===== src/rtl/mtx_coef_pkg.sv =====
package mtx_coef_pkg;
    // Default formats of the incoming and outgoing coefficients.
    localparam int CM_IN_W     = 64;
    localparam int CM_IN_FRAC  = 32;
    localparam int CM_OUT_W    = 15;
    localparam int CM_OUT_FRAC = 12;
    // Number of coefficients in one matrix.
    localparam int CM_GRP_N    = 9;
endpackage


===== src/rtl/coef_field_cvt.sv =====
// Combinational datapath: take the field out of the magnitude, negate it when the
// sign is set, then decide the range error on the negated result.
module coef_field_cvt #(
    parameter int IN_W     = 64,
    parameter int IN_FRAC  = 32,
    parameter int OUT_W    = 15,
    parameter int OUT_FRAC = 12
) (
    input  logic [IN_W-1:0]  raw,
    output logic [OUT_W-1:0] val,
    output logic             ovf
);
    localparam int SHIFT = IN_FRAC - OUT_FRAC;
    localparam int HI    = SHIFT + OUT_W - 1;

    logic             sgn;
    logic [OUT_W-1:0] field;
    logic [OUT_W-1:0] neg;

    always_comb begin
        sgn   = raw[IN_W-1];
        field = raw[HI:SHIFT];
        neg   = ~field + {{(OUT_W-1){1'b0}}, 1'b1};
        val   = sgn ? neg : field;
        // A zero field never raises the flag, so negative zero passes.
        ovf   = (sgn != val[OUT_W-1]) && (field != '0);
    end
endmodule


===== src/rtl/grp_pos.sv =====
// Position of the next accepted coefficient within its group.
module grp_pos #(
    parameter int GRP_N = 9
) (
    input  logic clk,
    input  logic rst_n,
    input  logic adv,
    output logic first,
    output logic last
);
    localparam int CNT_W = (GRP_N > 1) ? $clog2(GRP_N) : 1;
    localparam logic [CNT_W-1:0] LAST_POS = CNT_W'(GRP_N - 1);

    logic [CNT_W-1:0] cnt_d;
    logic [CNT_W-1:0] cnt_q;

    always_comb begin
        first = (cnt_q == '0);
        last  = (cnt_q == LAST_POS);
        cnt_d = cnt_q;
        if (adv) begin
            cnt_d = last ? '0 : cnt_q + 1'b1;
        end
    end

    always_ff @(posedge clk or negedge rst_n) begin
        if (!rst_n) begin
            cnt_q <= '0;
        end else begin
            cnt_q <= cnt_d;
        end
    end
endmodule


===== src/rtl/mtx_coef_cvt.sv =====
module mtx_coef_cvt
    import mtx_coef_pkg::*;
#(
    parameter int IN_W     = CM_IN_W,
    parameter int IN_FRAC  = CM_IN_FRAC,
    parameter int OUT_W    = CM_OUT_W,
    parameter int OUT_FRAC = CM_OUT_FRAC,
    parameter int GRP_N    = CM_GRP_N
) (
    input  logic             clk,
    input  logic             rst_n,
    input  logic             in_valid,
    input  logic [IN_W-1:0]  in_coef,
    output logic             out_valid,
    output logic [OUT_W-1:0] out_coef,
    output logic             out_ovf,
    output logic             out_last,
    output logic             grp_err
);
    typedef struct packed {
        logic             vld;
        logic [OUT_W-1:0] coef;
        logic             ovf;
        logic             last;
        logic             err;
    } out_st_t;

    out_st_t          st_d;
    out_st_t          st_q;
    logic [OUT_W-1:0] c_val;
    logic             c_ovf;
    logic             pos_first;
    logic             pos_last;

    coef_field_cvt #(
        .IN_W    (IN_W),
        .IN_FRAC (IN_FRAC),
        .OUT_W   (OUT_W),
        .OUT_FRAC(OUT_FRAC)
    ) u_cvt (
        .raw(in_coef),
        .val(c_val),
        .ovf(c_ovf)
    );

    grp_pos #(
        .GRP_N(GRP_N)
    ) u_pos (
        .clk  (clk),
        .rst_n(rst_n),
        .adv  (in_valid),
        .first(pos_first),
        .last (pos_last)
    );

    always_comb begin
        st_d      = st_q;
        st_d.vld  = in_valid;
        st_d.last = 1'b0;
        if (in_valid) begin
            st_d.coef = c_val;
            st_d.ovf  = c_ovf;
            st_d.last = pos_last;
            // Group status restarts on the first word of each matrix.
            st_d.err  = pos_first ? c_ovf : (st_q.err | c_ovf);
        end
    end

    always_ff @(posedge clk or negedge rst_n) begin
        if (!rst_n) begin
            st_q <= '0;
        end else begin
            st_q <= st_d;
        end
    end

    assign out_valid = st_q.vld;
    assign out_coef  = st_q.coef;
    assign out_ovf   = st_q.ovf;
    assign out_last  = st_q.last;
    assign grp_err   = st_q.err;
endmodule


===== config.mk =====
export PLATFORM = sky130hd
export DESIGN_NAME = mtx_coef_cvt
export DESIGN_NICKNAME = d
export VERILOG_FILES = /design/src/rtl/mtx_coef_pkg.sv /design/src/rtl/coef_field_cvt.sv /design/src/rtl/grp_pos.sv /design/src/rtl/mtx_coef_cvt.sv
export SDC_FILE = /design/constraint.sdc
export NUM_CORES = 1
export LEC_CHECK = 0
export BUFFER_PORTS_ARGS = -buffer_cell sky130_fd_sc_hd__buf_2
export CAP_MARGIN = 20
export CORE_MARGIN = 2
export CORE_UTILIZATION = 45
export DETAILED_ROUTE_END_ITERATION = 10
export GPL_TIMING_DRIVEN = 0
export PLACE_DENSITY = 0.86
export SYNTH_ARGS = -nofsm -noshare
export SYNTH_HDL_FRONTEND = slang
export SYNTH_HIERARCHICAL = 1
export SYNTH_SLANG_ARGS = --single-unit

===== constraint.sdc =====
create_clock -name clk -period 3.3 [get_ports clk]
set_clock_uncertainty 0.2 [all_clocks]
set_input_delay 0.99 -clock clk [delete_from_list [all_inputs] [get_ports clk]]
set_output_delay 0.99 -clock clk [all_outputs]
set_load 0.05 [all_outputs]

Word level (Yosys, flattened, before mapping)
Index checks and enable logic that the tools add are counted.
W data, S select, Z words.
{ "totals": {"regBits": 23, "mem_bits_rw": 0, "in_bits": 67, "elab_cells": 19, "latch_bits": 0, "rom_bits": 0, "memories": 0} }
{ "op_classes": {"div_mod_pow": 0, "n_reduce_logical": 3, "bitwise": 2, "add_sub_neg": 2, "eq_ne": 2, "n_shift": 0, "magnitude_cmp": 0, "n_mux": 4, "multipliers": 0} }
{ "op_table": {"columns": ["cell", "count"], "rows": [
  ["$add A15 B1 Y15 const B", 1],
  ["$mux W15", 1],
  ["$not A15 Y15", 1],
  ["$reduce_bool A15 Y1", 1],
  ["$add A4 B1 Y4 const B", 1],
  ["$eq A4 B4 Y1 const B", 1],
  ["$logic_not A4 Y1", 1],
  ["$mux W4", 1],
  ["$mux W2", 1],
  ["$logic_and A1 B1 Y1", 1],
  ["$mux W1", 1],
  ["$ne A1 B1 Y1", 1],
  ["$or A1 B1 Y1", 1]
]} }

Depth between registers and ports, before layout
{ "depth": {"ltp_word": 8, "ltp_mapped": 7, "depth_no_buf": 6} }

By module
The synthesis kept the hierarchy.
{ "modules_own_cells": {"columns": ["module", "instances", "cells_each", "area_each_um2"], "rows": [
  ["mtx_coef_cvt", 1, 40, 734.5],
  ["coef_field_cvt", 1, 46, 392.9],
  ["grp_pos", 1, 24, 226.5]
]} }

Worst setup path after synthesis
OpenSTA, ideal clock, no wires.
{ "synth_path": {"path_type": "input port to flip-flop", "startpoint": "input port in_coef[21]", "endpoint": "register st_q (netlist bit out_coef[14])", "arrival_time_ns": 2.386, "setup_slack_ns": 0.589, "cell_stages": 7, "n_path_buf": 1, "t_required_ns": 2.975, "path_cell_list": "inv_1 -> ha_1 -> or4b_1 -> buf_2 -> o41ai_4 -> xnor2_1 -> mux2_2"} }
{ "synth_between": {"elab_chain_len": 3} }
{ "synth_rtl": {"columns": ["item", "line_no", "source"], "rows": [
  ["start: declaration", "mtx_coef_cvt.sv:13", "input logic [IN_W-1:0] in_coef,"],
  ["$not A15 Y15", "coef_field_cvt.sv:23", "neg = ~field + {{(OUT_W-1){1'b0}}, 1'b1};"],
  ["$add A15 B1 Y15", "coef_field_cvt.sv:23", null],
  ["$mux W15", "coef_field_cvt.sv:24", "val = sgn ? neg : field;"],
  ["net c_val[14]", "mtx_coef_cvt.sv:30", "logic [OUT_W-1:0] c_val;"],
  ["end signal: assignment", "mtx_coef_cvt.sv:73", "st_q <= st_d;"],
  ["end: declaration", "mtx_coef_cvt.sv:29", "out_st_t st_q;"]
]} }
The timed path passes the listed nets, and every way through them passes these cells.
A chain may end at the register's enable or synchronous reset.

Final worst setup path
{ "layout_path": {"startpoint": "input port in_coef[21]", "endpoint": "register st_q (netlist bit out_ovf)"} }
{ "layout_between": {"elab_chain_len": 5} }
{ "layout_rtl": {"columns": ["item", "line_no", "source"], "rows": [
  ["$not A15 Y15", "coef_field_cvt.sv:23", null],
  ["$add A15 B1 Y15", "coef_field_cvt.sv:23", null],
  ["$mux W15", "coef_field_cvt.sv:24", null],
  ["$ne A1 B1 Y1", "coef_field_cvt.sv:26", "ovf = (sgn != val[OUT_W-1]) && (field != '0);"],
  ["$logic_and A1 B1 Y1 *", "coef_field_cvt.sv:26", null],
  ["net c_ovf", "mtx_coef_cvt.sv:31", "logic c_ovf;"]
]} }
The timed path passes the listed nets; every way through them passes the cells marked *.

==> impl_metrics.py <==
metrics = {
    "routing": {
        "wl_final_mm": 2.53,
        "vias_per_cell": 5.37,
        "route.detailed.wl_per_inst_um": 13.9,
        "detail-route-antenna-nets": 0,
        "drt_pre_antenna_iters": 7,
        "route.detailed.drc": 3,
        "drt_first_iter_violations": 27,
        "via_count": 977,
    },
    "synth": {
        "synth_top_cells_by_area": "sky130_fd_sc_hd__dfrtp_1, sky130_fd_sc_hd__xnor2_1, sky130_fd_sc_hd__mux2_4",
        "synth-seq-area-share_pct": 42.5,
        "ys_ff_latch": 23,
        "synth_edf_count": 0,
        "avg_inst_size_synth_sq_um": 12.3,
        "netlist_top_cells_count": "sky130_fd_sc_hd__dfrtp_1, sky130_fd_sc_hd__xnor2_1, sky130_fd_sc_hd__mux2_2",
        "synth.most_common_cell": "sky130_fd_sc_hd__dfrtp_1",
        "ys.flop_type": "sky130_fd_sc_hd__dfrtp_1",
        "synth.largest_area_cell": "sky130_fd_sc_hd__dfrtp_1",
        "synth_top_area_share_pct": 42.5,
        "synth_warnings": 6,
        "async_flop_share_pct": 100,
        "synth.distinct_cells": 33,
        "syn_area_sq_um": 1350,
        "synthesis.instances": 110,
        "mappedNetlistNets": 180,
    },
    "cts": {
        "cts_made_buffers": 3,
        "clk_pin_slew_ns": 0.11,
        "tritoncts_num_sinks": 23,
        "h-tree-depth": 1,
        "clk-insertion-delay-late_ns": 0.30,
        "clockBufferDepth": 2,
        "cts.root.buffer_cell": "sky130_fd_sc_hd__clkbuf_4",
        "post-cts-setup-buffers": 0,
        "holdBufCountCts": 0,
        "ctsResizeCount": 0,
        "tritoncts": "yes",
    },
    "final_layout": {
        "multiInputGateArea_sq_um": 707,
        "seq_area_sq_um": 576,
        "final_cell_count_no_fill": 182,
        "area_delta_synth_final_pct": 18.5,
        "final.fill_count": 244,
        "count_of_antenna_diodes_in_the_layout": 0,
        "post_route_cells_drive_above_1_share_pct": 47.7,
        "final_net_count": 222,
    },
    "worst_setup_path": {
        "worst-setup-path-type": "in2reg",
        "critical_path.startpoint_type": "input pin",
        "arrival_ns": 2.74,
        "timing.critical_path.fanout_max": 6,
        "worst_setup_path_end_kind": "flop",
        "worst-endpoint-required_ns": 3.30,
        "cell_depth_of_the_worst_flop_to_flop_path": 5,
    },
    "floorplan": {
        "floorplan.die.width_um": 58.9,
        "floorplan.rows": 19,
        "initial_utilization_pct": 48.3,
        "floorplan.die_area_sq_um": 3460,
        "chipHeight_um": 58.9,
        "core_region_area_sq_um": 2810,
        "design.portCount": 86,
    },
    "outcome": {
        "failed_checks": "DRC",
        "status": "finished with violations",
    },
    "placed_design": {
        "dp.final_hpwl_mm": 2.06,
        "portBuffers": 37,
        "placed_cells_incl_taps": 178,
        "gp_routability_congestion": 0.742,
    },
    "global_route": {
        "globalRouteMet3Util_pct": 3.74,
        "global_route.peak_usage_layer": "met2",
        "grt_overflow": 0,
        "grt_pass1_wl_mm": 4.45,
        "met2_grt_util_pct": 29.0,
        "via_count_of_the_first_global_routing_pass": 1006,
        "grt_use_total_pct": 17.1,
        "pin_count_of_the_biggest_net_entering_global_routing": 24,
        "grt_antenna_before_repair": 0,
        "met1_routing_resource_usage_after_global_routing_pct": 20.0,
    },
    "power": {
        "seq_power_share_pct": 44.7,
        "power_density_nw_per_um2": 535,
        "power.static_leakage_uw": 0.000750,
        "vdd_ir_drop_max_v": 0.000285,
        "netSwitchingPower_uw": 348,
        "p_comb_share_pct": 40.8,
        "share_clk_of_total_power_pct": 14.5,
        "swShare_pct": 40.5,
        "internal-power_uw": 511,
    },
    "timing": {
        "slew_headroom_pct": 62.3,
        "clock.fmax_ghz": 0.365,
        "final.period_utilization_pct": 83.1,
        "tns_ns": 0,
        "finalWorstPathRequiredPeriod_ns": 2.74,
        "setup_viol_count_final": 0,
        "hold_violations": 0,
        "timing_max_transition_violations_final": 0,
        "rsz_0062_raised_after_global_routing": "no",
        "worst_slew_pin_slew_ns": 0.566,
    },
    "job": {
        "drv_cap": 0,
    },
    "min_path": {
        "worstHoldPathCells": 1,
        "worst_min_delay_path_category": "reg2reg",
    },
}
-- layer usage --
| metal | wire length, um | share of wire [%] |
|---|---|---|
| met1 | 1080 | 43 |
| met2 | 1220 | 48 |
| met3 | 157 | 6.2 |
| met4 | 77 | 3.0 |
| met5 | 0 | 0 |
-- critical path: stages --
cell and delay (ns):
sky130_fd_sc_hd__buf_2 0.12, sky130_fd_sc_hd__inv_1 0.06, sky130_fd_sc_hd__ha_1 0.18, sky130_fd_sc_hd__or4b_1 0.44, sky130_fd_sc_hd__buf_2 0.19, sky130_fd_sc_hd__nor4_1 0.28
sky130_fd_sc_hd__a21boi_0 0.17, sky130_fd_sc_hd__mux2_2 0.31
-- power groups by stage --
| stage | clock, uW | combinational [uW] | sequential, uW |
|---|---|---|---|
| 5_1_grt | 144 | 379 | 392 |
| 2_1_floorplan | 0 | 137 | 509 |
| 3_3_place_gp | 0 | 344 | 383 |
| 4_1_cts | 132 | 354 | 383 |
| 6_report | 124 | 351 | 383 |
| 3_5_place_dp | 0 | 352 | 389 |
-- cell families (layout without fill, tap and decap cells) --
group	after synthesis	in the layout	share of synthesized area, %
flip-flops	23	23	42.5
AO/OA/AOI/OAI	22	22	15.5
AND/OR/NAND/NOR	22	22	10.3
multiplexers	16	16	15.2
XOR/XNOR	13	13	8.41
buffers and inverters	11	52	5.27
adder cells (fa/ha/maj)	3	3	2.77
-- cells in the final DEF, fill, tap and decap left out, drive strengths merged, types with 2 or more instances in the layout --
cell type	n
xnor2	13
or2	2
or3	3
clkbuf	4
buf	43
ha	3
nand2b	2
inv	5
nand2	7
a21boi	2
dfrtp	23
or4	2
o31ai	5
o41ai	5
mux2	16
o21ai	7
-- sequential cells by signal (all words and copies together) (netlist names) --
name	count
out_coef	15
grp_err	1
out_valid	1
out_ovf	1
out_last	1
u_pos/cnt_q	4
-- layout make-up --
class                           instances  share of cell area [%]
Buffer                                  6                    3.28
Sequential cell                        23                    35.9
Clock buffer                            4                    1.64
Multi-Input combinational cell         76                    44.1
Inverter                                5                    1.17
Timing Repair Buffer                   37                    11.5
Tap cell                               31                    2.42
-- worst paths after layout --
check / from / to / slack, ns
hold reg to reg: out_coef[12]$_DFFE_PN0P_ / out_coef[12]$_DFFE_PN0P_ / 0.32
max in group asynchronous: rst_n / out_coef[4]$_DFFE_PN0P_ / 2.15
setup / recovery: in_coef[21] / out_ovf$_DFFE_PN0P_ / 0.56
hold / removal: out_coef[12]$_DFFE_PN0P_ / out_coef[12]$_DFFE_PN0P_ / 0.32
min in group asynchronous: rst_n / out_coef[12]$_DFFE_PN0P_ / 0.43
setup reg to reg: u_pos/cnt_q[0]$_DFFE_PN0P_ / grp_err$_DFFE_PN0P_ / 1.80
-- through the flow --
stage | hold WS (ns) | utilization, % | cell area, sq um | power, uW | setup WS (ns)
3_3_place_gp | 0.288 | 56.2 | 1580 | 726 | 0.366
3_5_place_dp | 0.297 | 56.2 | 1580 | 741 | 0.260
2_1_floorplan | 0.307 | - | 1350 | 647 | 0.589
4_1_cts | 0.327 | 57.2 | 1600 | 869 | 0.588
5_1_grt | 0.349 | 57.2 | 1600 | 914 | 0.443
6_report | 0.320 | 57.2 | 1600 | 859 | 0.557
Power figures use the tool's default switching activity.
